### src/rtl/ctl_reg_unit.sv
module ctl_reg_unit #(
  parameter int DW          = 32,
  parameter int IDX_W       = 5,
  parameter int GPR_W       = 5,
  parameter int CAUSE_W     = 5,
  parameter int USER_BIT    = 1,
  parameter int SUPER_CAUSE = 10
) (
  input  logic               clk,
  input  logic               rst_n,
  input  logic               op_rd,
  input  logic               op_wr,
  input  logic               op_eret,
  input  logic [IDX_W-1:0]   op_idx,
  input  logic [GPR_W-1:0]   op_dst,
  input  logic [DW-1:0]      wr_data,
  input  logic [DW-1:0]      mmu_rd_data,
  output logic               rd_valid,
  output logic [DW-1:0]      rd_data,
  output logic               mmu_wr_en,
  output logic [IDX_W-1:0]   mmu_idx,
  output logic [DW-1:0]      mmu_wr_data,
  output logic               irq_recheck,
  output logic               exc_valid,
  output logic [CAUSE_W-1:0] exc_cause,
  output logic [DW-1:0]      status_o
);
  localparam int NREG   = 1 << IDX_W;
  localparam int IX_ST  = 0;
  localparam int IX_EST = 1;

  function automatic logic is_mmu(input int i);
    return (i >= 8) && (i <= 10);
  endfunction

  function automatic logic is_store(input int i);
    return (i < 16) && (i != 6) && (i != 11) && !is_mmu(i);
  endfunction

  logic [DW-1:0] bank [NREG];
  logic user, do_wr, do_rd, wr_ok, rd_ok, sel_mmu;
  logic [DW-1:0] sel_data;

  assign user    = bank[IX_ST][USER_BIT];
  assign do_wr   = op_wr & ~op_eret;
  assign do_rd   = op_rd & ~op_eret & ~op_wr;
  assign wr_ok   = do_wr & ~user;
  assign rd_ok   = do_rd & ~user;
  assign sel_mmu = is_mmu(int'(op_idx));

  always_ff @(posedge clk) begin
    for (int i = 0; i < NREG; i++) begin
      if (!rst_n) begin
        bank[i] <= '0;
      end else if (is_store(i)) begin
        if (i == IX_ST && op_eret)
          bank[i] <= bank[IX_EST];
        else if (wr_ok && int'(op_idx) == i)
          bank[i] <= wr_data;
      end
    end
  end

  always_ff @(posedge clk) begin
    if (!rst_n) irq_recheck <= 1'b0;
    else        irq_recheck <= wr_ok && (int'(op_idx) == IX_ST);
  end

  assign sel_data    = sel_mmu ? mmu_rd_data : bank[op_idx];
  assign rd_valid    = rd_ok && (op_dst != '0);
  assign rd_data     = rd_valid ? sel_data : '0;
  assign mmu_idx     = op_idx;
  assign mmu_wr_en   = wr_ok && sel_mmu;
  assign mmu_wr_data = wr_data;
  assign exc_valid   = (do_wr | do_rd) & user;
  assign exc_cause   = exc_valid ? CAUSE_W'(SUPER_CAUSE) : '0;
  assign status_o    = bank[IX_ST];
endmodule


### config.mk
export PLATFORM = sky130hd
export DESIGN_NAME = ctl_reg_unit
export DESIGN_NICKNAME = d
export VERILOG_FILES = /design/src/rtl/ctl_reg_unit.sv
export SDC_FILE = /design/constraint.sdc
export NUM_CORES = 1
export LEC_CHECK = 0
export BUFFER_PORTS_ARGS = -buffer_cell sky130_fd_sc_hd__clkbuf_2
export CORE_ASPECT_RATIO = 0.8
export CORE_MARGIN = 1
export CORE_UTILIZATION = 60
export DETAILED_ROUTE_END_ITERATION = 8
export HOLD_SLACK_MARGIN = 0.15
export PLACE_DENSITY = 0.81
export SYNTH_ARGS = -nofsm -noshare
export SYNTH_HDL_FRONTEND = slang
export SYNTH_SLANG_ARGS = --single-unit
export TNS_END_PERCENT = 10
### constraint.sdc
create_clock -name clk -period 11.7 [get_ports clk]
set_input_delay 1.17 -clock clk [delete_from_list [all_inputs] [get_ports clk]]
set_output_delay 1.17 -clock clk [all_outputs]
set_load 0.02 [all_outputs]
## Yosys cells after proc, flatten, opt, wreduce, memory -nomap -nowiden

Memories as Yosys holds them, arrays and structs flattened.
Cells that the tools add are included.

- Memories: 1
- Latch bits: 0
- Bits in registers: 1
- Memory bits (read-only): 0
- Input port bits: 79
- RAM bits: 1024
- Output and inout bits: 110
- Logic and storage cells: 105

- Mux-type cells: 53
- Bitwise logic cells: 22
- Shift-type cells: 0
- $lt $le $gt $ge: 2
- Multipliers: 0
- Reduce and logical (&&, ||, !) cells: 16
- Add/subtract/negate cells: 0
- Equal/unequal tests: 10
- Div/mod/pow operators: 0

Memories:

| memory | depth | width | rd ports | clocked after Yosys merged registers in | wr ports | line | RTL |
|---|---|---|---|---|---|---|---|
| bank | 32 | 32 | 3 | 0 | 32 | 40 | `logic [DW-1:0] bank [NREG];` |

Operators by type and width:

| cell | count |
|---|---|
| 32-bit 2-to-1 mux | 14 |
| 1-bit 2-to-1 mux | 38 |
| 5-bit equality test, second input constant | 4 |
| 5-bit by 4-bit equality test with 1-bit output, second input constant | 3 |
| 1-bit logical AND | 14 |
| 1-bit bitwise OR | 13 |
| 5-bit by 3-bit equality test with 1-bit output, second input constant | 2 |
| 1-bit bitwise AND | 6 |
| 5-bit by 2-bit equality test with 1-bit output, second input constant | 1 |
| 5-bit by 4-bit greater-or-equal comparator with 1-bit output, second input constant | 1 |
| 5-bit by 4-bit less-or-equal comparator with 1-bit output, second input constant | 1 |
| 5-bit zero test | 1 |
| 5-bit nonzero test | 1 |
| 4-bit 2-to-1 mux | 1 |
| 1-bit NOT | 3 |

## Logic depth before layout (Yosys ltp)

- Depth after elaboration: 9
- Depth in mapped cells: 7
- Gate-level depth less buffers: 4

## Worst setup path before layout

No wires, ideal clock.

- Kind: input-to-reg
- Start: input op_idx[0]
- End: memory bank[14][0], enable pin
- Data required time: 11189 ps
- Setup time: 511 ps
- Data arrival time: 5244 ps
- Buffers on the path: 4
- Stages: 5
- Slack: 5945 ps
- Path through: buf_2 buf_6 buf_2 buf_1 o41ai_1

RTL lines:

| item | line | RTL |
|---|---|---|
| start, declared | 14 | `input logic [IDX_W-1:0] op_idx,` |
| end, declared | 40 |  |

## Final worst setup path

- Start: input op_idx[3]
- End: output rd_data[30]

- Longest elaborated chain between the ends: 4
- Elaborated cells on any way between the ends: 6
- Classes of those cells: order compare: 2; mux: 2; reduce/logical: 1; memory: 1

Ends and longest elaborated chain:

| item | line | RTL |
|---|---|---|
| parallel branches: the longest is 2 deep, another holds memory read 32 x 32 bit | n/a |  |
| 32-bit 2-to-1 mux (*) | 69 | `assign sel_data = sel_mmu ? mmu_rd_data : bank[op_idx];` |
| 32-bit 2-to-1 mux (*) | 71 | `assign rd_data = rd_valid ? sel_data : '0;` |
| end, declared | 19 | `output logic [DW-1:0] rd_data,` |

Mark *: on every way between the ends.

==> flow_summary.yaml <==
run_status:
  run_status: "completed"
die:
  dieWidth_um: 189.1
  starting_density_pct: 61.42
  floorplan.core_area_mm2: 0.02736
  die_boundary_height_um: 151.7
  io_pins: 189
  die_area_mm2: 0.02869
  rows: 54
finish:
  multiInputGateArea_mm2: 0.005547
  fill_cells: 1846
  areaGrowthSynthToFinish_pct: 12.74
  layout.core_utilization_pct: 69.24
  final_layout_size_suffix_gt1_share_pct: 26.85
  final_net_count: 1379
  storage_cell_area_mm2: 0.01059
grt:
  overflow: 0
  largest_net_degree_at_the_start_of_global_routing: 77
  globalRouteMet2Util_pct: 48.40
  global_route.usage.met3_pct: 5.435
  grt_first_pass_wirelength_um: 61570
  first_global_vias: 10280
  antenna_found_initial: 0
  all_layer_gr_usage_pct: 29.43
  met1_layer_usage_reported_by_global_route_pct: 40.06
  layer_carrying_the_most_global_route_usage: "met2"
logic_synthesis:
  cell_count_after_synthesis: 1210
  dominantRegCellSynth: "sky130_fd_sc_hd__edfxtp_1"
  number_of_flops_mapped_to_enable_cells_by_yosys: 352
  synth.cell_area_mm2: 0.01681
  ys_warnings: 0
  post_synth.cell_area_avg_um2: 13.89
  synth_sequential_area_ratio_pct: 63.01
  ys_seq_elements: 353
  synth_cell_types: 41
  asyncSetResetFlopFracSynth_pct: 0
min_path:
  timing.hold.worst.start: "bank[1][10]"
  worstHoldPathType: "flip-flop to flip-flop"
  worstHoldPathCells: 1
critical_path:
  critPathArrivalTime_ns: 4.10
  path_class: "input port to output pin"
  setup.worst_path.start_class: "input port"
  startpoint: "op_idx[3]"
  critical_path_peak_fanout: 38
  rr_worst_depth: 4
  critical_path.reg2reg.startpoint: "bank[0][1]"
  worst_ep_required_ns: 10.53
  kind_of_end_point_of_the_critical_path: "output pin"
cts:
  clock_buffer_depth: 3
  postCtsHoldBufs: 0
  cts_buffers: 37
  tritoncts_clock_tree: "yes"
  cts_resized: 0
  clkSinkCount: 353
  setup_repair_bufs_after_cts: 0
  root_buffer: "sky130_fd_sc_hd__clkbuf_16"
  h-tree-depth: 2
  clk_latency_ns: 0.51
  cts.reportedPaths.clkPinSlew_ns: 0.06
route:
  detail-route-antenna-nets: 0
  detail_route.first_pass.iterations: 7
  drc_errors: 0
  drt-wirelength-per-cell_um: 24.77
  vias_per_cell: 6.270
  first_iter_violations: 1124
  postRouteWirelength_um: 41790
  detailroute.via_count: 10580
sta:
  maxClockFrequency_mhz: 189.8
  timing.hold.ws_ns: 0.5695
  finalSetupViolations: 0
  timing.final.max_slew_violations: 0
  finalCriticalPeriod_ns: 5.268
  rsz0062_at_grt: "no"
  setup_total_negative_slack_ns: 0
  worst-slew-pin-transition_ns: 1.138
  period_utilization_post_route_pct: 45.03
  timing_hold_violations_final: 0
  fin_ws_ns: 6.432
  fin_skew_ns: 0.007753
  relSlewSlack_pct: 23.87
power:
  p_leak_nw: 7.251
  power_density_mw_per_mm2: 150.3
  p_total_mw: 2.848
  vdd_ir_drop_max_mv: 0.1293
placed_design:
  post_place_setup_slack_ns: 6.497
  global_placement_routability_congestion: 0.7939
  dp_hpwl_um: 25390
  numPortBuffers: 185
flow_run:
  maxCapViolations: 0
[critical path, cell delays in order]
cell                        delay, ns
sky130_fd_sc_hd__clkbuf_2        0.70
sky130_fd_sc_hd__inv_2           0.57
sky130_fd_sc_hd__a2111oi_4       0.69
sky130_fd_sc_hd__buf_4           0.40
sky130_fd_sc_hd__a21oi_1         0.13
sky130_fd_sc_hd__o32ai_1         0.14
sky130_fd_sc_hd__clkbuf_2        0.23
[power by group]
group	total, mW	switching (mW)	internal, mW
combinational	0.228	0.150	0.0776
sequential	1.46	0.0180	1.44
clock	1.16	0.465	0.694
[layer usage]
metal / part of all wire, % / vias up
met1: 40 / 5291
met2: 48 / 579
met4: 2.6 / 0
li1: - / 4636
met5: 0 / -
met3: 10 / 72
[cell usage after synthesis (3+ instances only)]
cell type | instances | area share [%]
sky130_fd_sc_hd__o22ai_1 | 63 | 2.3
sky130_fd_sc_hd__mux4_2 | 32 | 4.3
sky130_fd_sc_hd__buf_2 | 32 | 0.95
sky130_fd_sc_hd__nor2_1 | 12 | 0.27
sky130_fd_sc_hd__clkbuf_2 | 3 | 0.089
sky130_fd_sc_hd__mux2i_1 | 64 | 3.8
sky130_fd_sc_hd__a21oi_1 | 32 | 0.95
sky130_fd_sc_hd__a22o_1 | 32 | 1.7
sky130_fd_sc_hd__nand3_1 | 4 | 0.12
sky130_fd_sc_hd__edfxtp_1 | 352 | 63
sky130_fd_sc_hd__o21ai_0 | 39 | 1.2
sky130_fd_sc_hd__a221o_1 | 31 | 1.8
sky130_fd_sc_hd__mux2_2 | 32 | 2.1
sky130_fd_sc_hd__and2_1 | 322 | 12
sky130_fd_sc_hd__clkbuf_1 | 86 | 1.9
sky130_fd_sc_hd__buf_4 | 43 | 1.9
[worst paths after layout]
| check | to | slack, ns |
|---|---|---|
| setup / recovery | rd_data[30] | 6.43 |
| hold / removal | bank[0][10] | 0.57 |
| setup reg to reg | bank[15][11] | 8.46 |
| hold reg to reg | bank[0][10] | 0.57 |
[sequential cells by signal, summed over array words and instances, names as in the netlist]
name,flops
bank,352
irq_recheck,1
[placed cells by master, fill, tap and decap left out, types with 5 or more instances in the layout]
master / count
sky130_fd_sc_hd__a21oi_1: 32
sky130_fd_sc_hd__a221o_1: 31
sky130_fd_sc_hd__a22o_1: 32
sky130_fd_sc_hd__and2_1: 322
sky130_fd_sc_hd__buf_4: 31
sky130_fd_sc_hd__clkbuf_1: 7
sky130_fd_sc_hd__clkbuf_16: 39
sky130_fd_sc_hd__clkbuf_2: 183
sky130_fd_sc_hd__clkinv_2: 6
sky130_fd_sc_hd__edfxtp_1: 352
sky130_fd_sc_hd__mux2_2: 32
sky130_fd_sc_hd__mux2i_1: 64
sky130_fd_sc_hd__mux4_2: 32
sky130_fd_sc_hd__nor2_1: 6
sky130_fd_sc_hd__nor2_4: 5
sky130_fd_sc_hd__o21ai_0: 31
sky130_fd_sc_hd__o21ai_4: 9
sky130_fd_sc_hd__o22ai_1: 63
[cell type report]
type | instances | share of cell area (%)
inverter | 3 | 0.05943
timing repair buffer | 215 | 6.122
clock buffer | 46 | 5.290
clock inverter | 15 | 0.9443
sequential | 353 | 55.89
multi-input combinational | 690 | 29.27
antenna | 1 | 0.01321
tap | 364 | 2.404
[kinds of logic (layout without fill, tap and decap cells)]
group | count (synthesis) | count (layout) | share of synthesized area [%]
AOI/OAI and AO/OA | 203 | 203 | 8.398
buffers and inverters | 169 | 279 | 5.040
DFF | 353 | 353 | 63.01
muxes | 128 | 128 | 10.24
other | 1 | 4 | 0.02231
and+or+nand+nor | 356 | 356 | 13.28
[per-stage QoR]
stage	std cells	area [um^2]
after floorplan	1212	16810
after global placement	1625	17760
after detailed placement	1625	17760
after CTS	1686	18940
after global routing	1686	18940
final	1687	18950
Power figures use the tool's default switching activity.
